File: config.mk
export PLATFORM = sky130hd
export DESIGN_NAME = flash_bus_front
export DESIGN_NICKNAME = d
export VERILOG_FILES = /design/src/rtl/flash_bus_pkg.sv /design/src/rtl/flash_bus_sync.sv /design/src/rtl/flash_bus_wr_capture.sv /design/src/rtl/flash_bus_rd_drive.sv /design/src/rtl/flash_bus_front.sv
export SDC_FILE = /design/constraint.sdc
export NUM_CORES = 1
export LEC_CHECK = 0
export CAP_MARGIN = 10
export CORE_MARGIN = 8
export CORE_UTILIZATION = 33
export CTS_CLUSTER_DIAMETER = 30
export DETAILED_ROUTE_END_ITERATION = 8
export PLACE_DENSITY = 0.76
export SLEW_MARGIN = 20
export SYNTH_ARGS = -nofsm -noshare
export SYNTH_HDL_FRONTEND = slang
export SYNTH_SLANG_ARGS = --single-unit
File: constraint.sdc
create_clock -name clk -period 2.2 [get_ports clk]
set_input_delay 0.66 -clock clk [delete_from_list [all_inputs] [get_ports clk]]
set_output_delay 0.66 -clock clk [all_outputs]
set_load 0.01 [all_outputs]
File: src/rtl/flash_bus_pkg.sv
package flash_bus_pkg;
   typedef enum logic {
      LANE_BYTE = 1'b0,
      LANE_WORD = 1'b1
   } lane_mode_e;

   typedef struct packed {
      logic hrst_n;
      logic byte_n;
      logic we_n;
      logic oe_n;
      logic ce_n;
   } bus_ctl_t;

   localparam int CTL_W = $bits(bus_ctl_t);
endpackage

File: src/rtl/flash_bus_sync.sv
module flash_bus_sync #(
   parameter int W = 5,
   parameter int STAGES = 2,
   parameter logic [W-1:0] RST_VAL = '1
) (
   input  logic         clk,
   input  logic         rst_n,
   input  logic [W-1:0] d_i,
   output logic [W-1:0] q_o
);
   if (STAGES < 1) begin : g_bad
      $error("flash_bus_sync: STAGES must be at least 1");
   end

   if (STAGES == 1) begin : g_single
      logic [W-1:0] r;
      always_ff @(posedge clk or negedge rst_n) begin
         if (!rst_n) r <= RST_VAL;
         else        r <= d_i;
      end
      assign q_o = r;
   end else begin : g_chain
      logic [W-1:0] stg [STAGES];
      always_ff @(posedge clk or negedge rst_n) begin
         if (!rst_n) stg[0] <= RST_VAL;
         else        stg[0] <= d_i;
      end
      for (genvar i = 1; i < STAGES; i++) begin : g_stage
         always_ff @(posedge clk or negedge rst_n) begin
            if (!rst_n) stg[i] <= RST_VAL;
            else        stg[i] <= stg[i-1];
         end
      end
      assign q_o = stg[STAGES-1];
   end
endmodule

File: src/rtl/flash_bus_wr_capture.sv
module flash_bus_wr_capture #(
   parameter int ADDR_W = 19,
   parameter int DATA_W = 16
) (
   input  logic              clk,
   input  logic              rst_n,
   input  logic              qual_i,
   input  logic              host_ok_i,
   input  logic              byte_mode_i,
   input  logic [ADDR_W-1:0] addr_i,
   input  logic [DATA_W-1:0] dq_i,
   output logic              wr_valid_o,
   output logic [ADDR_W:0]   wr_addr_o,
   output logic [DATA_W-1:0] wr_data_o,
   output logic              wr_byte_o
);
   localparam int HALF = DATA_W / 2;

   logic qual_q, armed, opening, closing;

   assign opening = qual_i & ~qual_q;
   assign closing = ~qual_i & qual_q;

   always_ff @(posedge clk or negedge rst_n) begin
      if (!rst_n) begin
         qual_q     <= 1'b0;
         armed      <= 1'b0;
         wr_valid_o <= 1'b0;
         wr_addr_o  <= '0;
         wr_data_o  <= '0;
         wr_byte_o  <= 1'b0;
      end else begin
         qual_q     <= qual_i;
         wr_valid_o <= 1'b0;
         if (!host_ok_i) begin
            armed <= 1'b0;
         end else if (opening) begin
            armed     <= 1'b1;
            wr_byte_o <= byte_mode_i;
            wr_addr_o <= {addr_i, byte_mode_i & dq_i[DATA_W-1]};
         end else if (closing && armed) begin
            armed      <= 1'b0;
            wr_valid_o <= 1'b1;
            wr_data_o  <= wr_byte_o ? {{(DATA_W-HALF){1'b0}}, dq_i[HALF-1:0]} : dq_i;
         end
      end
   end
endmodule

File: src/rtl/flash_bus_rd_drive.sv
module flash_bus_rd_drive #(
   parameter int DATA_W = 16
) (
   input  logic              rd_en_i,
   input  logic              byte_mode_i,
   input  logic              lsb_i,
   input  logic [DATA_W-1:0] rdata_i,
   output logic [DATA_W-1:0] dq_o,
   output logic [DATA_W-1:0] dq_oe_o
);
   localparam int HALF = DATA_W / 2;

   logic [HALF-1:0] sel_byte;
   assign sel_byte = lsb_i ? rdata_i[DATA_W-1:HALF] : rdata_i[HALF-1:0];

   for (genvar i = 0; i < DATA_W; i++) begin : g_lane
      if (i < HALF) begin : g_low
         assign dq_oe_o[i] = rd_en_i;
         assign dq_o[i]    = byte_mode_i ? sel_byte[i] : rdata_i[i];
      end else begin : g_high
         assign dq_oe_o[i] = rd_en_i & ~byte_mode_i;
         assign dq_o[i]    = byte_mode_i ? 1'b0 : rdata_i[i];
      end
   end
endmodule

File: src/rtl/flash_bus_front.sv
module flash_bus_front
   import flash_bus_pkg::*;
#(
   parameter int ADDR_W = 19,
   parameter int DATA_W = 16,
   parameter int SYNC_STAGES = 2
) (
   input  logic              clk,
   input  logic              rst_n,
   input  logic              ce_n_i,
   input  logic              oe_n_i,
   input  logic              we_n_i,
   input  logic              byte_n_i,
   input  logic              hrst_n_i,
   input  logic [ADDR_W-1:0] addr_i,
   input  logic [DATA_W-1:0] dq_i,
   output logic [DATA_W-1:0] dq_o,
   output logic [DATA_W-1:0] dq_oe_o,
   output logic [ADDR_W-1:0] arr_addr_o,
   input  logic [DATA_W-1:0] arr_rdata_i,
   output logic              wr_valid_o,
   output logic [ADDR_W:0]   wr_addr_o,
   output logic [DATA_W-1:0] wr_data_o,
   output logic              wr_byte_o
);
   if (DATA_W < 4 || (DATA_W % 2) != 0) begin : g_bad_w
      $error("flash_bus_front: DATA_W must be even and at least 4");
   end
   if (ADDR_W < 1) begin : g_bad_a
      $error("flash_bus_front: ADDR_W must be positive");
   end

   bus_ctl_t   ctl_raw, ctl_s;
   lane_mode_e lane;
   logic       host_ok, rd_en, wr_qual;

   assign ctl_raw = '{hrst_n: hrst_n_i, byte_n: byte_n_i, we_n: we_n_i,
                      oe_n: oe_n_i, ce_n: ce_n_i};

   flash_bus_sync #(.W(CTL_W), .STAGES(SYNC_STAGES), .RST_VAL('1)) u_sync (
      .clk  (clk),
      .rst_n(rst_n),
      .d_i  (ctl_raw),
      .q_o  (ctl_s)
   );

   assign lane    = lane_mode_e'(ctl_s.byte_n);
   assign host_ok = ctl_s.hrst_n;
   assign rd_en   = host_ok & ~ctl_s.ce_n & ~ctl_s.oe_n;
   assign wr_qual = host_ok & ~ctl_s.ce_n & ctl_s.oe_n & ~ctl_s.we_n;

   assign arr_addr_o = addr_i;

   flash_bus_wr_capture #(.ADDR_W(ADDR_W), .DATA_W(DATA_W)) u_wr (
      .clk        (clk),
      .rst_n      (rst_n),
      .qual_i     (wr_qual),
      .host_ok_i  (host_ok),
      .byte_mode_i(lane == LANE_BYTE),
      .addr_i     (addr_i),
      .dq_i       (dq_i),
      .wr_valid_o (wr_valid_o),
      .wr_addr_o  (wr_addr_o),
      .wr_data_o  (wr_data_o),
      .wr_byte_o  (wr_byte_o)
   );

   flash_bus_rd_drive #(.DATA_W(DATA_W)) u_rd (
      .rd_en_i    (rd_en),
      .byte_mode_i(lane == LANE_BYTE),
      .lsb_i      (dq_i[DATA_W-1]),
      .rdata_i    (arr_rdata_i),
      .dq_o       (dq_o),
      .dq_oe_o    (dq_oe_o)
   );
endmodule

=== Yosys cells after proc, flatten, opt, wreduce, memory -nomap -nowiden ===
Cells that the tools add are included.

* Eq/ne operators: 1
* Muxes and demuxes: 24
* Bitwise logic cells: 15
* Reduce and logical (&&, ||, !) cells: 3

{| class="wikitable"
|+ Operators with widths
! cell !! count
|-
| $mux W1 || 22
|-
| $mux W16 || 1
|-
| $and A1 B1 Y1 || 8
|-
| $mux W8 || 1
|-
| $not A1 Y1 || 7
|-
| $ne A3 B1 Y1 const B || 1
|-
| $reduce_and A3 Y1 || 1
|-
| $reduce_and A2 Y1 || 1
|-
| $logic_and A1 B1 Y1 || 1
|}

* Register bits: 50
* Output and inout bits: 89
* Word-level logic and storage cells: 51

=== Longest topological paths before layout ===
Gate-level depths: netlist of run 1.

* Word-level depth: 10
* Mapped depth: 5

=== Cells and area by module ===
Synthesis of run 1 repeated with hierarchy kept, for this count alone.

* Cells, all modules: 176
* Area total of the unflattened synthesis: 2376.0 um^2

{| class="wikitable"
|+ By module, submodules not included
! module !! times used !! cells each !! area each (um^2)
|-
| flash_bus_wr_capture || 1 || 105 || 1566.5
|-
| flash_bus_rd_drive || 1 || 34 || 342.8
|-
| flash_bus_sync || 1 || 15 || 300.3
|-
| flash_bus_front || 1 || 22 || 166.4
|}

=== Worst setup path before layout of run 1 ===
No wires, ideal clock.

* Kind: register to output
* Start: reg u_sync.g_chain.stg (netlist bit u_sync.q_o[4])
* End: out dq_oe_o[10]
* Data arrival time: 1.671 ns
* Slack: -0.131 ns
* Stages on the path, launching flop included: 4
* Buffers on the path: 1
* Cells stage by stage: dfstp_2 -> nor3b_1 -> and2_1 -> buf_4

* Longest elaborated chain between the ends: 3

{| class="wikitable"
|+ RTL lines
! item !! line !! source
|-
| from (decl) || flash_bus_sync.sv:23 || <nowiki>logic [W-1:0] stg [STAGES];</nowiki>
|-
| from (signal, indexed assignment) || flash_bus_sync.sv:31 || <nowiki>else stg[i] <= stg[i-1];</nowiki>
|-
| $and A1 B1 Y1 (2 in series) || flash_bus_front.sv:49 || <nowiki>assign rd_en = host_ok & ~ctl_s.ce_n & ~ctl_s.oe_n;</nowiki>
|-
| named net rd_en || flash_bus_front.sv:35 || <nowiki>logic host_ok, rd_en, wr_qual;</nowiki>
|-
| $and A1 B1 Y1 || n/a ||
|-
| to (decl) || flash_bus_front.sv:18 || <nowiki>output logic [DATA_W-1:0] dq_oe_o,</nowiki>
|}

The timed path passes the listed nets, and every way through them passes these cells.

=== Final worst setup path of run 1 ===
* Start: reg u_sync.g_chain.stg (netlist bit u_sync.q_o[4])
* End: out dq_oe_o[15]

* Longest elaborated chain between the ends: 3

{| class="wikitable"
|+ RTL lines
! item !! line !! source
|-
| $and A1 B1 Y1 (2 in series) || flash_bus_front.sv:49 ||
|-
| $and A1 B1 Y1 || flash_bus_rd_drive.sv:21 || <nowiki>assign dq_oe_o[i] = rd_en_i & ~byte_mode_i;</nowiki>
|}

No other way between the ends.

==> impl_metrics.tcl, run 1 <==
set metrics [dict create \
    p_leak_nw 1.786 \
    drt_iter0_drc 37 \
    drtPass1Iterations 3 \
    drive_above_1_share_pct 38.46 \
    antennaDiodeCount 0 \
    clk_pin_slew_ns 0.10 \
    viasPerCell 4.309 \
    io_pins 147 \
    failed_checks "negative setup slack" \
    drc 0 \
    core_area_mm2 0.006832 \
    rsz0062_at_grt "yes" \
    ys_types 25 \
    setup.worst_path.end_class "primary output" \
    cts-root-buf "clkbuf_8" \
    syn_nets 232 \
    synth_top_area_share_pct 42.62 \
    outcome "finished, violations left" \
    dp.final_hpwl_mm 5.157 \
    crit_fanout 6 \
    synthCells 174 \
    yosys.area.top_type "dfrtp_1" \
    fin_nets 369 \
    synth_area_mm2 0.002349 \
    cp-start-kind "flip-flop" \
    initial_core_util_pct 34.38 \
    finalHoldViolCount 0 \
    post-route-period-util_pct 101.1 \
    min_path_type "in -> async" \
    grt_max_degree 23 \
    die-area_mm2 0.01007 \
    cts_tree "done" \
    cts_buffers 5 \
    clock_path_buffers 2 \
    wl_mm 6.564 \
    portBuffers 146 \
    wire_per_inst_um 16.09 \
    cp_data_arrival_time_ns 1.56 \
    required_ns 1.54 \
    final_cell_count_no_fill 408 \
    dp_cells 393 \
    worst_slew_pin_slew_ns 0.4626 \
    ys_seq_elements 50 \
    insertion_delay_ns 0.31 \
    clock-sinks 50 \
    avgSynthCellArea_um2 13.50 \
    fin_setup_tns_ns -0.09176 \
    die_y_um 100.4 \
    grt_overflow 0 \
    fin_ws_ns -0.02497 \
    grt_pass1_wl_mm 9.853 \
    grt_use_total_pct 12.28 \
    ys_seq_area_share_pct 53.81 \
    max_freq_mhz 449.4 \
    slew_violations 0 \
    power_density_mw_per_mm2 663.9 \
    ys_top_cells_by_area "dfrtp_1 (43%), dfstp_2 (11%), buf_4 (11%), mux2_4 (11%), mux2_2 (8.6%)" \
    drv_cap 0 \
    antenna_found_initial 0 \
    peakVddDrop_v 0.0003601 \
    routabilityCongestion 0.7819 \
    place_ws_ns -0.6025 \
    area_delta_synth_final_pct 66.01 \
    path_class "reg -> out" \
    grt_pass1_vias 1984 \
    rows 30 \
    htreeDepth 2 \
    slew-limit-headroom_pct 69.13 \
    die_x_um 100.4 \
    setup_viol 4 \
    clock-skew-final_ns 0.01063 \
    vias 1758 \
    fin_crit_ns 2.225 \
    yosysWarnings 0 \
    postRouteAntennaNets 0 \
]
-- through the flow --
stage	power (mW)	util [%]	hold slack, ns	cell area [µm²]
after floorplan	1.454	-	0.3452	2354
after global routing	2.715	57.07	0.2951	3899
final	2.588	57.07	0.2727	3899
after detailed placement	1.946	54.91	0.3472	3751
after global placement	1.930	54.91	0.3466	3751
after CTS	2.617	56.96	0.2849	3891
-- flip-flops by register name, indices dropped and copies added, names as in the netlist --
name	cells
u_wr.wr_byte_o	1
u_sync.g_chain.stg	5
u_wr.armed	1
u_wr.wr_addr_o	20
u_wr.wr_valid_o	1
u_sync.q_o	5
u_wr.wr_data_o	16
u_wr.qual_q	1
-- cell usage in the layout, fill, tap and decap left out, types with 2 or more instances in the layout --
master | netlist | final
a21oi_1 | 2 | 2
and2_1 | 9 | 8
and2_4 | 1 | 2
buf_2 | 1 | 5
buf_4 | 34 | 20
buf_6 | 1 | 19
clkbuf_2 | 0 | 13
clkbuf_8 | 0 | 5
clkdlybuf4s15_1 | 0 | 2
clkdlybuf4s50_1 | 0 | 93
dfrtp_1 | 40 | 39
dfstp_2 | 10 | 10
dlygate4sd2_1 | 0 | 19
inv_1 | 10 | 10
mux2_2 | 18 | 10
mux2_4 | 17 | 25
o21ai_0 | 8 | 8
o41ai_1 | 8 | 8
-- final cells by class --
class                      count  area, µm²
inverter                      10      37.54
multi-input combinational     72      777.0
timing repair buffer         172       1583
clock buffer                   5      68.82
tap                           96      120.1
fill                         589       2933
sequential                    50       1265
clock inverter                 3      47.55
-- logic make-up (layout without fill, tap and decap cells) --
family | Yosys count | count (layout) | synth area share [%]
AO/OA/AOI/OAI | 19 | 19 | 5.435
buffers and inverters | 52 | 190 | 15.29
flip-flops | 50 | 50 | 53.81
multiplexers | 36 | 36 | 19.93
AND/OR/NAND/NOR | 17 | 17 | 5.541
-- worst paths after layout --
kind                                                  from                              to  slack, ns  cells after the start
setup / recovery                   u_sync.q_o[4]$_DFF_PN1_                     dq_oe_o[15]      -0.02                      5
setup reg to reg                   u_sync.q_o[4]$_DFF_PN1_   u_wr.wr_addr_o[2]$_DFFE_PN0P_       0.38                      4
min in group clk           u_sync.g_chain.stg[6]$_DFF_PN1_         u_sync.q_o[1]$_DFF_PN1_       0.36                      0
max in group asynchronous                            rst_n  u_wr.wr_addr_o[14]$_DFFE_PN0P_       1.29                      2
hold reg to reg            u_sync.g_chain.stg[6]$_DFF_PN1_         u_sync.q_o[1]$_DFF_PN1_       0.36                      0
hold / removal                                       rst_n   u_wr.wr_data_o[7]$_DFFE_PN0P_       0.27                      1
-- Yosys cell counts (all sizes together) --
library cell  instances
a21oi                 2
and2                 10
and4bb                1
buf                  39
clkbuf                3
dfrtp                40
dfstp                10
inv                  10
mux2                 35
mux2i                 1
nand2b                2
nand3                 1
nor2                  1
nor3b                 2
o211ai                1
o21ai                 8
o41ai                 8
-- layer usage --
metal | part of all wire, % | GRT usage [%] | up-vias
met5 | 0 | 0 | -
met3 | 7.2 | 4.291 | 7
met2 | 52 | 23.03 | 88
li1 | - | - | 830
met4 | 0.59 | 2.791 | 0
met1 | 41 | 12.69 | 833
-- power breakdown --
| group | internal [mW] | total (mW) | switching, mW |
|---|---|---|---|
| Clock | 0.345 | 0.669 | 0.324 |
| Combinational | 0.512 | 0.784 | 0.272 |
| Sequential | 1.05 | 1.14 | 0.0802 |
-- worst max-delay path, stage by stage, from the launching register on --
cell and delay, ns:
dfstp_2 0.54, nor3b_4 0.22, buf_4 0.14, and2_4 0.17
buf_6 0.10, buf_6 0.09
-- repair_timing --
action,in CTS,in global routing
setup buffers,4,2
hold buffers,0,0
endpoints found under the setup margin,51,32
resized for setup,129,37
cloned,1,0
No activity file was read; power rests on OpenSTA's default activity.
==> run 2, diff against run 1 <==
--- a/config.mk
+++ b/config.mk
@@ -7,10 +7,11 @@
 export LEC_CHECK = 0
 export CAP_MARGIN = 10
 export CORE_MARGIN = 8
-export CORE_UTILIZATION = 33
+export CORE_UTILIZATION = 34
+export CTS_BUF_LIST = sky130_fd_sc_hd__clkbuf_8
 export CTS_CLUSTER_DIAMETER = 30
 export DETAILED_ROUTE_END_ITERATION = 8
-export PLACE_DENSITY = 0.76
+export PLACE_DENSITY = 0.78
 export SLEW_MARGIN = 20
 export SYNTH_ARGS = -nofsm -noshare
 export SYNTH_HDL_FRONTEND = slang
==> run 2 against run 1 <==
Against the previous run: the flow now finishes without violations; maximum frequency increased by 1.6%; final area down 1.8%; routed wire length down 2.7%; global-route usage up 0.12 points; count of clock-buffer cells in the layout unchanged; highest routed layer unchanged; largest power group unchanged; critical path type is now in -> out; die area decreased by 2.5%; clock skew decreased by 0.0026 ns; hold slack better by 0.063 ns; flip-flop and latch count stayed put.
==> impl_metrics.tcl, run 2 (synthesis results as in run 1) <==
set metrics [dict create \
    outcome "complete, no violations" \
    clock-skew-final_ns 0.008076 \
    portBuffers 146 \
    min_path_type "in -> async" \
    postRouteAntennaNets 0 \
    drt_iter0_drc 14 \
    clkPwrFrac_pct 24.9 \
    power_frac_comb_pct 30.9 \
    setup_viol 0 \
    wl_mm 6.387 \
    htreeDepth 2 \
    slew-limit-headroom_pct 64.35 \
    vias 1790 \
    antenna_found_initial 0 \
    grt_pass1_vias 1945 \
    p_switching_uw 643.6 \
    place_ws_ns -0.6588 \
    slew_violations 0 \
    antennaDiodeCount 0 \
    drive_above_1_share_pct 33.88 \
    cts_tree "done" \
    cts_buffers 5 \
    reg_top3 "u_wr.wr_addr_o: 20 flops, u_wr.wr_data_o: 16 flops" \
    cts-root-buf "clkbuf_8" \
    clk_pin_slew_ns 0.09 \
    core_area_mm2 0.006756 \
    io_pins 147 \
    n_fill_cell 585 \
    grt_pass1_wl_mm 9.825 \
    drv_cap 0 \
    insertion_delay_ns 0.30 \
    required_ns 1.54 \
    max_freq_mhz 456.6 \
    grt_use_total_pct 12.39 \
    grt_max_degree 26 \
    clock_path_buffers 2 \
    peakVddDrop_v 0.0003913 \
    clock-sinks 50 \
    fin_crit_ns 2.190 \
    largest_reg_flops 20 \
    die_x_um 99.11 \
    worst_slew_pin_slew_ns 0.5347 \
    cellInternalPower_mw 1.896 \
    fin_area_mm2 0.003829 \
    finalHoldViolCount 0 \
    area_delta_synth_final_pct 63.03 \
    viasPerCell 4.625 \
    switching_share_pct 25.35 \
    final_common_cell "clkdlybuf4s50_1" \
    cp_data_arrival_time_ns 1.53 \
    post-route-period-util_pct 99.55 \
    dpl_cell_area_mm2 0.003751 \
    wire_per_inst_um 16.50 \
    path_class "in -> out" \
    drtPass1Iterations 3 \
    crit_fanout 2 \
    largest_register "u_wr.wr_addr_o" \
    die_y_um 99.11 \
    initial_core_util_pct 34.76 \
    power_density_mw_per_mm2 663.2 \
    drc 0 \
    rows 30 \
    p_leak_nw 1.738 \
    grt_overflow 0 \
    p_seq_share_pct 44.2 \
    finalPower_mw 2.539 \
    setup.worst_path.end_class "primary output" \
    fin_nets 364 \
    dp.final_hpwl_mm 5.061 \
    fin_ws_ns 0.009889 \
    mostFrequentLayoutCells "clkdlybuf4s50_1 (92), dfrtp_1 (40), mux2_4 (23)" \
    cp-start-kind "primary input" \
    routabilityCongestion 0.8456 \
    die-area_mm2 0.009823 \
]
## run 2: changes by cell type in the layout (fill, tap and decap cells not counted), sizes merged
cell           delta
clkbuf            -5
inv               -1
dlygate4sd2       +2
buf              -13
nand2b            +1
clkdlybuf4s15    +11
clkinv            +1
clkdlybuf4s50     -1
## run 2: path summary, 6_finish.rpt
| path | from | to | slack (ns) | cells after the start |
|---|---|---|---|---|
| max | arr_rdata_i[15] | dq_o[15] | 0.01 | 3 |
| min | rst_n | u_wr.wr_addr_o[12]$_DFFE_PN0P_ | 0.34 | 1 |
| max reg2reg | u_sync.q_o[4]$_DFF_PN1_ | u_wr.wr_addr_o[3]$_DFFE_PN0P_ | 0.38 | 4 |
| min reg2reg | u_sync.g_chain.stg[8]$_DFF_PN1_ | u_sync.q_o[3]$_DFF_PN1_ | 0.36 | 0 |
| max in group asynchronous | rst_n | u_sync.g_chain.stg[8]$_DFF_PN1_ | 1.23 | 2 |
| min in group clk | u_sync.g_chain.stg[8]$_DFF_PN1_ | u_sync.q_o[3]$_DFF_PN1_ | 0.36 | 0 |
## run 2: power by group through the flow
stage / logic, mW / clock network (mW) / registers, mW
6_report: 0.785 / 0.632 / 1.12
2_1_floorplan: 0.263 / 0 / 1.19
4_1_cts: 0.785 / 0.662 / 1.12
3_5_place_dp: 0.812 / 0 / 1.14
3_3_place_gp: 0.800 / 0 / 1.13
5_1_grt: 0.838 / 0.699 / 1.14
## run 2: final cells by class
cell class,instances,area (µm²),share of cell area [%]
flip-flops and latches,50,1264,33.01
clock buffers,5,68.82,1.797
repair buffers,166,1535,40.10
well taps,80,100.1,2.614
multi-input cells,73,783.3,20.46
inverters,10,37.54,0.9804
clock inverters,3,40.04,1.046
## run 2: through the flow
step / hold slack, ns / utilization (%) / cells / TNS, ns
final: 0.3358 / 56.67 / 387 / 0
after CTS: 0.3435 / 56.19 / 386 / -0.1403
after global placement: 0.3462 / 55.52 / 378 / -10.25
after detailed placement: 0.3468 / 55.52 / 378 / -11.00
after global routing: 0.3637 / 56.67 / 387 / -0.02182
after floorplan: 0.3452 / - / 174 / 0
## run 2: routing by layer
metal	vias to the layer above	wire [µm]	track usage [%]
met5	-	0	0
met4	0	56	3.143
li1	827	-	-
met3	6	791	6.844
met1	856	2491	12.95
met2	101	3047	21.15
## run 2: worst max-delay path, cell delays in order
cell and delay (ns):
clkdlybuf4s50_1 0.49, and2_1 0.14, clkdlybuf4s15_1 0.24
## run 2: what timing repair did
action	CTS	global route
hold buffers	0	0
cloned	0	1
buffers inserted	1	0
endpoints found under the setup margin	51	25
endpoints found under the hold margin	0	0
pin swaps	0	1
gates resized for setup	104	30
==> run 3, diff against run 2 <==
--- a/config.mk
+++ b/config.mk
@@ -7,11 +7,12 @@
 export LEC_CHECK = 0
 export CAP_MARGIN = 10
 export CORE_MARGIN = 8
-export CORE_UTILIZATION = 34
+export CORE_UTILIZATION = 41
 export CTS_BUF_LIST = sky130_fd_sc_hd__clkbuf_8
 export CTS_CLUSTER_DIAMETER = 30
+export CTS_CLUSTER_SIZE = 25
 export DETAILED_ROUTE_END_ITERATION = 8
-export PLACE_DENSITY = 0.78
+export PLACE_DENSITY = 0.88
 export SLEW_MARGIN = 20
 export SYNTH_ARGS = -nofsm -noshare
 export SYNTH_HDL_FRONTEND = slang
==> constraint.sdc (replaced) <==
create_clock -name clk -period 2.85 [get_ports clk]
set_input_delay 0.855 -clock clk [delete_from_list [all_inputs] [get_ports clk]]
set_output_delay 0.855 -clock clk [all_outputs]
set_load 0.01 [all_outputs]
==> run 3 against run 2 <==
Against the previous run: hold slack improved by 0.022 ns; routed wire length decreased by 0.63%; non-clock buffer count decreased by 12; first-iteration DRC count increased to 3.4 times the previous value; die area decreased by 14%; critical path depth decreased by 1.
==> impl_metrics.tcl, run 3 (synthesis results as in run 1) <==
set metrics [dict create \
    r2r_slack_ns 1.08 \
    die_x_um 91.69 \
    setup.worst_path.end_class "primary output" \
    grt_overflow 0 \
    die-area_mm2 0.008406 \
    drc 0 \
    slew-limit-headroom_pct 68.63 \
    wl_mm 6.347 \
    hold_end "u_sync.q_o[3]$_DFF_PN1_" \
    cpMostUsedCell "clkdlybuf4s50_1" \
    cp_cell_sequence "clkdlybuf4s50_1 > clkdlybuf4s50_1" \
    reg_top3 "u_wr.wr_addr_o: 20 flops, u_wr.wr_data_o: 16 flops" \
    setup_viol 0 \
    initial_core_util_pct 42.65 \
    antennaDiodeCount 0 \
    grt_pass1_vias 1976 \
    outcome "complete, no violations" \
    timing.hold.ws_ns 0.3578 \
    crit_fanout 2 \
    routabilityCongestion 0.7642 \
    postRouteAntennaNets 0 \
    area_delta_synth_final_pct 59.40 \
    r2r_start "u_sync.q_o[4]$_DFF_PN1_" \
    antenna_found_initial 0 \
    power_density_mw_per_mm2 499.9 \
    cp_data_arrival_time_ns 1.94 \
    post-route-period-util_pct 97.95 \
    peakVddDrop_v 0.0003699 \
    fin_crit_ns 2.792 \
    die_y_um 91.69 \
    path_class "in -> out" \
    fin_setup_tns_ns 0 \
    insertion_delay_ns 0.29 \
    min_path_cells 0 \
    grt_pass1_wl_mm 10.21 \
    dp.final_hpwl_mm 5.104 \
    fin_area_mm2 0.003744 \
    worst_path_max_delay_cell "clkdlybuf4s50_1" \
    cts_tree "done" \
    min_path_type "reg -> reg" \
    rsz0062_at_grt "no" \
    max_freq_mhz 358.2 \
    grt_max_degree 29 \
    rows 27 \
    hold_path.startpoint "u_sync.g_chain.stg[8]$_DFF_PN1_" \
    largest_register "u_wr.wr_addr_o" \
    drt_iter0_drc 47 \
    r2r_cells 3 \
    max_stage_delay_ns 0.56 \
    drive_above_1_share_pct 26.19 \
    cts-root-buf "clkbuf_8" \
    largest_reg_flops 20 \
    fin_nets 351 \
    cp-start-kind "primary input" \
    p_leak_nw 1.643 \
    wire_per_inst_um 17.34 \
    vias 1698 \
    viasPerCell 4.639 \
    dpl_cell_area_mm2 0.003631 \
    slew_violations 0 \
    drtPass1Iterations 3 \
    critPathTopFamily "buffers and inverters" \
    path_buf_inv 2 \
    clock_path_buffers 2 \
    core_area_mm2 0.005507 \
    clock-skew-final_ns 0.004247 \
    mostFrequentLayoutCells "clkdlybuf4s50_1 (128), dfrtp_1 (40), mux2_2 (18)" \
    worst_slew_pin_slew_ns 0.4700 \
    clk_pin_slew_ns 0.08 \
    grt_use_total_pct 14.82 \
    drv_cap 0 \
    final_common_cell "clkdlybuf4s50_1" \
    finalHoldViolCount 0 \
    htreeDepth 2 \
    r2r_end "u_wr.wr_data_o[3]$_DFFE_PN0P_" \
    portBuffers 146 \
    clock-sinks 50 \
    required_ns 2.00 \
    n_fill_cell 390 \
    io_pins 147 \
    cts_buffers 5 \
]
run 3: layout make-up:
type / count / area, µm² / area share, %
inverters: 10 / 37.54 / 1.003
multi-input cells: 72 / 739.5 / 19.75
flip-flops and latches: 50 / 1264 / 33.76
repair buffers: 154 / 1521 / 40.64
clock inverters: 2 / 8.758 / 0.2340
well taps: 72 / 90.09 / 2.406
clock buffers: 6 / 82.58 / 2.206
run 3: what timing repair did:
action	in CTS	in global routing
endpoints found under the setup margin	21	3
pin swaps	0	0
hold buffers	0	0
buffers inserted	1	0
resized for setup	44	3
gates cloned	1	0
run 3: how the worst max path moves through the flow:
stage | from | endpoint | slack (ns) | cells after the start
finish | addr_i[11] | arr_addr_o[11] | 0.06 | 2
global route | u_sync.q_o[4]$_DFF_PN1_ | dq_oe_o[10] | 0.01 | 3
CTS | arr_rdata_i[15] | dq_o[15] | 0.004 | 3
detailed placement | dq_i[15] | dq_o[0] | -0.36 | 5
global placement | dq_i[15] | dq_o[3] | -0.36 | 5
floorplan | u_sync.q_o[4]$_DFF_PN1_ | dq_oe_o[10] | 0.32 | 3
run 3: metrics by stage:
step | power, mW | setup slack [ns] | util (%) | std cells
floorplan | 1.122 | 0.3237 | - | 174
finish | 1.871 | 0.05839 | 67.98 | 366
detailed placement | 1.492 | -0.3628 | 65.94 | 356
CTS | 1.905 | 0.003866 | 67.85 | 366
global placement | 1.474 | -0.3649 | 65.94 | 356
global route | 1.969 | 0.01045 | 67.98 | 366
run 3: where the power goes:
group | switching (mW) | internal [mW] | leakage, nW | total (mW)
sequential | 0.0631 | 0.814 | 0.584 | 0.877
clock | 0.210 | 0.192 | 0.0524 | 0.403
combinational | 0.204 | 0.388 | 1.01 | 0.592
run 3: routing by layer:
layer | wire (µm) | vias to the layer above | global-route usage, % | share of wire (%)
li1 | - | 791 | - | -
met1 | 2188 | 805 | 15.19 | 34
met2 | 3193 | 96 | 26.17 | 50
met3 | 912 | 6 | 7.905 | 14
met4 | 51 | 0 | 3.001 | 0.80
met5 | 0 | - | 0 | 0
